`src/rtl/kbd_wake_pkg.sv`:
```
package kbd_wake_pkg;

    localparam int unsigned SIX_ROW_BIT = 0;
    localparam int unsigned DWAKE_BIT   = 1;

    typedef struct packed {
        logic dwake;
        logic six_row;
    } kbd_ctrl_t;

endpackage

```
`src/rtl/kbd_ctrl_reg.sv`:
```
module kbd_ctrl_reg
    import kbd_wake_pkg::*;
#(
    parameter int unsigned DATA_W = 8
) (
    input  logic              clk,
    input  logic              rst_n,
    input  logic              wr_en_i,
    input  logic [DATA_W-1:0] wr_data_i,
    output logic [DATA_W-1:0] rd_data_o,
    output kbd_ctrl_t         ctrl_o
);

    typedef struct packed {
        kbd_ctrl_t ctrl;
    } state_t;

    state_t st_d, st_q;

    always_comb begin
        st_d = st_q;
        if (wr_en_i) begin
            st_d.ctrl.six_row = wr_data_i[SIX_ROW_BIT];
            st_d.ctrl.dwake   = wr_data_i[DWAKE_BIT];
        end
    end

    always_ff @(posedge clk or negedge rst_n) begin
        if (!rst_n) begin
            st_q <= '0;
        end else begin
            st_q <= st_d;
        end
    end

    always_comb begin
        rd_data_o              = '0;
        rd_data_o[SIX_ROW_BIT] = st_q.ctrl.six_row;
        rd_data_o[DWAKE_BIT]   = st_q.ctrl.dwake;
    end

    assign ctrl_o = st_q.ctrl;

endmodule

```
`src/rtl/kbd_row_sync.sv`:
```
module kbd_row_sync #(
    parameter int unsigned NROWS  = 8,
    parameter int unsigned STAGES = 2
) (
    input  logic             clk,
    input  logic             rst_n,
    input  logic [NROWS-1:0] row_i,
    output logic [NROWS-1:0] row_s_o
);

    typedef struct packed {
        logic [STAGES-1:0][NROWS-1:0] pipe;
    } state_t;

    state_t st_d, st_q;

    always_comb begin
        st_d = st_q;
        st_d.pipe[0] = row_i;
        for (int s = 1; s < STAGES; s++) begin
            st_d.pipe[s] = st_q.pipe[s-1];
        end
    end

    always_ff @(posedge clk or negedge rst_n) begin
        if (!rst_n) begin
            st_q <= '0;
        end else begin
            st_q <= st_d;
        end
    end

    assign row_s_o = st_q.pipe[STAGES-1];

endmodule

```
`src/rtl/kbd_wake_gen.sv`:
```
module kbd_wake_gen
    import kbd_wake_pkg::*;
#(
    parameter int unsigned NROWS  = 8,
    parameter int unsigned NARROW = 6
) (
    input  logic             clk,
    input  logic             rst_n,
    input  logic [NROWS-1:0] row_s_i,
    input  kbd_ctrl_t        ctrl_i,
    input  logic             irq_en_i,
    input  logic             low_power_i,
    output logic             kbd_irq_o,
    output logic             wake_o
);

    logic [NROWS-1:0] narrow_mask;
    logic [NROWS-1:0] row_mask;
    logic             active;
    logic             src_now;

    for (genvar g = 0; g < NROWS; g++) begin : g_mask
        if (g < NARROW) begin : g_in
            assign narrow_mask[g] = 1'b1;
        end else begin : g_out
            assign narrow_mask[g] = 1'b0;
        end
    end

    typedef struct packed {
        logic src;
    } state_t;

    state_t st_d, st_q;

    always_comb begin
        row_mask = ctrl_i.six_row ? narrow_mask : '1;
        active   = |(row_s_i & row_mask);
        src_now  = ctrl_i.dwake ? active : (active & irq_en_i);
        st_d     = st_q;
        st_d.src = src_now;
    end

    always_ff @(posedge clk or negedge rst_n) begin
        if (!rst_n) begin
            st_q <= '0;
        end else begin
            st_q <= st_d;
        end
    end

    assign kbd_irq_o = active & irq_en_i;
    assign wake_o    = low_power_i & src_now & ~st_q.src;

endmodule

```
`src/rtl/kbd_wake_ctrl.sv`:
```
module kbd_wake_ctrl
    import kbd_wake_pkg::*;
#(
    parameter int unsigned NROWS       = 8,
    parameter int unsigned NARROW      = 6,
    parameter int unsigned SYNC_STAGES = 2,
    parameter int unsigned DATA_W      = 8
) (
    input  logic              clk,
    input  logic              rst_n,
    input  logic [NROWS-1:0]  row_i,
    input  logic              wr_en_i,
    input  logic [DATA_W-1:0] wr_data_i,
    output logic [DATA_W-1:0] rd_data_o,
    input  logic              irq_en_i,
    input  logic              low_power_i,
    output logic              kbd_irq_o,
    output logic              wake_o
);

    kbd_ctrl_t        ctrl;
    logic [NROWS-1:0] row_s;

    kbd_ctrl_reg #(.DATA_W(DATA_W)) i_reg (
        .clk       (clk),
        .rst_n     (rst_n),
        .wr_en_i   (wr_en_i),
        .wr_data_i (wr_data_i),
        .rd_data_o (rd_data_o),
        .ctrl_o    (ctrl)
    );

    kbd_row_sync #(.NROWS(NROWS), .STAGES(SYNC_STAGES)) i_sync (
        .clk     (clk),
        .rst_n   (rst_n),
        .row_i   (row_i),
        .row_s_o (row_s)
    );

    kbd_wake_gen #(.NROWS(NROWS), .NARROW(NARROW)) i_gen (
        .clk         (clk),
        .rst_n       (rst_n),
        .row_s_i     (row_s),
        .ctrl_i      (ctrl),
        .irq_en_i    (irq_en_i),
        .low_power_i (low_power_i),
        .kbd_irq_o   (kbd_irq_o),
        .wake_o      (wake_o)
    );

endmodule

```
`config.mk`:
```
export PLATFORM = sky130hd
export DESIGN_NAME = kbd_wake_ctrl
export DESIGN_NICKNAME = d
export VERILOG_FILES = /design/src/rtl/kbd_wake_pkg.sv /design/src/rtl/kbd_ctrl_reg.sv /design/src/rtl/kbd_row_sync.sv /design/src/rtl/kbd_wake_gen.sv /design/src/rtl/kbd_wake_ctrl.sv
export SDC_FILE = /design/constraint.sdc
export NUM_CORES = 1
export LEC_CHECK = 0
export BUFFER_PORTS_ARGS = -buffer_cell sky130_fd_sc_hd__buf_2
export CORE_UTILIZATION = 40
export CTS_CLUSTER_SIZE = 30
export DETAILED_ROUTE_END_ITERATION = 6
export GPL_TIMING_DRIVEN = 0
export PLACE_DENSITY = 0.79
export SLEW_MARGIN = 20
export SYNTH_ARGS = -nofsm -noshare
export SYNTH_HDL_FRONTEND = slang
export SYNTH_SLANG_ARGS = --single-unit
```
`constraint.sdc`:
```
create_clock -name clk -period 3.24 [get_ports clk]
set_clock_uncertainty 0.1 [all_clocks]
set_input_delay 0.486 -clock clk [delete_from_list [all_inputs] [get_ports clk]]
set_output_delay 0.486 -clock clk [all_outputs]
set_load 0.005 [all_outputs]
```
## Word level (Yosys, flattened, before mapping)

Index checks and enable logic that the tools add are counted.
W data, S select, Z words.

- Word-level logic and storage cells: 13
- Output and inout port bits: 10
- Bits in registers: 19
- Input port bits: 21

- Bitwise logic cells: 5
- Reductions and logical operators: 1
- Mux-type cells: 2

Operator list:

| kind | number |
|---|---|
| $and A8 B8 Y8 | 1 |
| $mux W8 | 1 |
| $reduce_or A8 Y1 | 1 |
| $and A1 B1 Y1 | 3 |
| $mux W1 | 1 |
| $not A1 Y1 | 1 |

## Logic depth before layout (Yosys ltp)

- Word-level depth: 7
- Mapped depth: 3
- Mapped depth without buffers: 3

## Hierarchy

A second synthesis with hierarchy kept.

- Cells, all modules: 38
- Area, all modules: 614.3 sq um

By module, submodules not included:

| module | seq. area each (sq um) | times used | area each (sq um) | cells an instance |
|---|---|---|---|---|
| kbd_row_sync | 400.4 | 1 | 400.4 | 16 |
| kbd_ctrl_reg | 50.0 | 1 | 136.4 | 13 |
| kbd_wake_gen | 25.0 | 1 | 77.6 | 9 |

## Worst setup path after synthesis

OpenSTA, ideal clock, no wires.

- Path kind: register to output
- Start point: reg i_reg.st_q, in the netlist i_reg.ctrl_o[0]
- End point: out wake_o
- Data arrival time: 0.902 ns
- Setup slack: 1.752 ns
- Path buffers: 0
- Stages on the path, launching flop included: 3
- Cell sequence: dfrtp_1 o211a_1 nor4b_2

- Word-level cells in the longest chain between the ends: 7

Ends and longest elaborated chain:

| element | RTL line | text |
|---|---|---|
| start, declared | kbd_ctrl_reg.sv:18 | `state_t st_d, st_q;` |
| start signal, assigned | kbd_ctrl_reg.sv:32 | `st_q <= st_d;` |
| $mux W8 (*) | kbd_wake_gen.sv:37 | `row_mask = ctrl_i.six_row ? narrow_mask : '1;` |
| $and A8 B8 Y8 (*) | kbd_wake_gen.sv:38 | `active = \|(row_s_i & row_mask);` |
| $reduce_or A8 Y1 (*) | kbd_wake_gen.sv:38 |  |
| $and A1 B1 Y1 | kbd_wake_gen.sv:39 | `src_now = ctrl_i.dwake ? active : (active & irq_en_i);` |
| $mux W1 (*) | kbd_wake_gen.sv:39 |  |
| $and A1 B1 Y1 (*) (2 in series) | kbd_wake_gen.sv:53 | `assign wake_o = low_power_i & src_now & ~st_q.src;` |
| end, declared | kbd_wake_ctrl.sv:18 | `output logic wake_o` |

Every way passes the cells marked *; elsewhere a longest branch is shown, timed or not.

## Worst setup path after layout

- Start point: reg i_sync.st_q, in the netlist i_sync.row_s_o[3]
- End point: out wake_o

- Word-level cells in the longest chain between the ends: 6

Ends and longest elaborated chain:

| element | RTL line | text |
|---|---|---|
| start, declared | kbd_row_sync.sv:15 | `state_t st_d, st_q;` |
| start signal, assigned | kbd_row_sync.sv:29 | `st_q <= st_d;` |
| $and A8 B8 Y8 (*) | kbd_wake_gen.sv:38 |  |
| $reduce_or A8 Y1 (*) | kbd_wake_gen.sv:38 |  |
| $and A1 B1 Y1 | kbd_wake_gen.sv:39 |  |
| $mux W1 (*) | kbd_wake_gen.sv:39 |  |
| $and A1 B1 Y1 (*) (2 in series) | kbd_wake_gen.sv:53 |  |

Marks and branches as above.

==> results_dict.tcl <==
set metrics [dict create \
    die_x_um 40.71 \
    synth_seq_cells 19 \
    powerDensity_nw_per_um2 521.2 \
    seq_power_share 0.648 \
    cap_violations 0 \
    gr-usage-met1 0.1037 \
    post_dp_cell_area_um2 726.9 \
    wirelength_um 618 \
    combPwrFrac 0.073 \
    antenna_found_initial 0 \
    period_share 0.6037 \
    grt_overflow_total 0 \
    io_pins 31 \
    drt_iter0_drc 0 \
    critPathRequiredTime_ns 2.65 \
    met3_usage 0.04891 \
    ctsResizeCount 0 \
    rsz0062_at_grt "no" \
    synthesis.instances 36 \
    cts_tree "done" \
    crit_fanout 3 \
    path_class "flip-flop to primary output" \
    fin_area_um2 754.5 \
    via_count 312 \
    die_y_um 40.71 \
    syn_to_final_growth_pct 25.89 \
    dieArea_um2 1657 \
    max-vdd-ir-drop_mv 0.3358 \
    cts_hold_buffers 0 \
    met2_usage 0.1190 \
    end_kind "primary output" \
    power_switching_uw 80.73 \
    slew_violations 0 \
    grt_busiest_layer "met2" \
    coreArea_um2 1350 \
    post-route-util 0.5589 \
    layout_commonest_cell "dfrtp_1" \
    initial_core_util 0.4439 \
    drc 0 \
    clk_pin_slew_worst_paths_ns 0.10 \
    cts_buffer_depth 2 \
    drive_gt1_frac 0.4603 \
    hp-class "input port to async pin" \
    cts_made_buffers 3 \
    rows 13 \
    synth_seq_area_share 0.7933 \
    viasPerCell 4.000 \
    place_congestion 0.6400 \
    wl_per_cell_um 7.923 \
    insertion_delay_ns 0.28 \
    finalSetupViolCount 0 \
    post-cts-setup-buffers 0 \
    status "finished, final reports clean" \
    clockRootBuffer "clkbuf_4" \
    htree_levels 1 \
    clockPowerShare 0.279 \
    final_cell_mix "dfrtp_1 (19), buf_2 (18), buf_4 (6), conb_1 (6), nor2_1 (4)" \
    min_period_ns 1.956 \
    port_buffers 18 \
    postRouteAntennaNets 0 \
    max_freq_mhz 511.3 \
    grt_use_total 0.08941 \
    whs_ns 0.01068 \
    arrival_ns 1.37 \
    cts_sinks 19 \
    multi_input_comb_area_um2 97.59 \
    intPower_uw 312.5 \
    syn_area_um2 599.3 \
    grt_max_degree 20 \
    start_kind "flip-flop" \
    post_synth.cell_area_avg_um2 16.65 \
    leakage_uw 0.0003971 \
    num_antenna_cells 0 \
    ff_latch_area_um2 475.5 \
    tns_ns 0 \
    fill_cells 114 \
    p_sw_frac 0.2053 \
    fin_nets 85 \
    first_global_vias 220 \
    ys_warn_count 0 \
    hold_violations 0 \
    first_pass_iters 1 \
    grt_pass1_wl_um 841 \
    yosysUniqueCellTypes 9 \
]
-- power by group through the flow --
stage | Clock, uW | Sequential (uW) | Combinational (uW)
4_1_cts | 115 | 255 | 29.1
2_1_floorplan | 0 | 259 | 12.3
3_5_place_dp | 0 | 260 | 29.1
3_3_place_gp | 0 | 259 | 28.4
5_1_grt | 123 | 257 | 33.5
6_report | 110 | 255 | 28.6
-- final timing paths --
kind                                         from                end  slack (ns)  cells past startpoint
worst min-delay path                        rst_n    i_sync.st_d[13]        0.01                      1
worst min register to register    i_sync.st_d[13]  i_sync.row_s_o[5]        0.26                      0
worst max register to register  i_sync.row_s_o[3]         i_gen.st_q        2.07                      3
max in group asynchronous                   rst_n  i_sync.row_s_o[6]        2.76                      1
worst max-delay path            i_sync.row_s_o[3]             wake_o        1.28                      4
min in group clk                         row_i[0]     i_sync.st_d[8]        0.20                      1
-- flip-flops by register name, summed over array words and instances, names as in the netlist --
signal / count
i_gen.st_q: 1
i_reg.ctrl_o: 2
i_sync.row_s_o: 8
i_sync.st_d: 8
-- routing by layer --
metal / vias to the layer above / wire, um
li1: 159 / -
met1: 131 / 263
met2: 22 / 283
met3: 0 / 71
met4: 0 / 0
met5: - / 0
-- cell families after synthesis --
family | after synthesis | share of synthesized area
buf+inv | 6 | 0.07515
flops | 19 | 0.7933
mux | 2 | 0.03758
simple gates | 7 | 0.07098
compound gates | 1 | 0.01670
other cells | 1 | 0.006257
-- layout make-up --
type / instances / share of cell area
buffer: 6 / 0.05970
clock inverter: 1 / 0.006633
multi-input combinational: 16 / 0.1294
sequential: 19 / 0.6302
clock buffer: 3 / 0.02985
timing repair buffer: 18 / 0.1194
tap: 15 / 0.02488
-- synthesized netlist by cell type --
| cell | n | area share |
|---|---|---|
| o211a_1 | 1 | 0.017 |
| conb_1 | 1 | 0.0063 |
| nor2_1 | 4 | 0.025 |
| nor4b_2 | 1 | 0.025 |
| nor4_1 | 1 | 0.010 |
| nor2b_1 | 1 | 0.010 |
| buf_4 | 6 | 0.075 |
| dfrtp_1 | 19 | 0.79 |
| mux2_1 | 2 | 0.038 |
-- critical path, stage by stage, from the launching register on --
cell and delay (ns):
dfrtp_1 0.37, nor4_1 0.28, o211a_1 0.25, nor4b_2 0.06, buf_2 0.12
-- through the flow --
| stage | worst slack (ns) | cells | total power, uW |
|---|---|---|---|
| 2_1_floorplan | 1.752 | 41 | 271.5 |
| 3_3_place_gp | 1.592 | 74 | 287.7 |
| 3_5_place_dp | 1.567 | 74 | 289.0 |
| 4_1_cts | 1.238 | 78 | 399.7 |
| 5_1_grt | 1.199 | 78 | 413.4 |
| 6_report | 1.284 | 78 | 393.2 |
No activity file was read; power rests on OpenSTA's default activity.
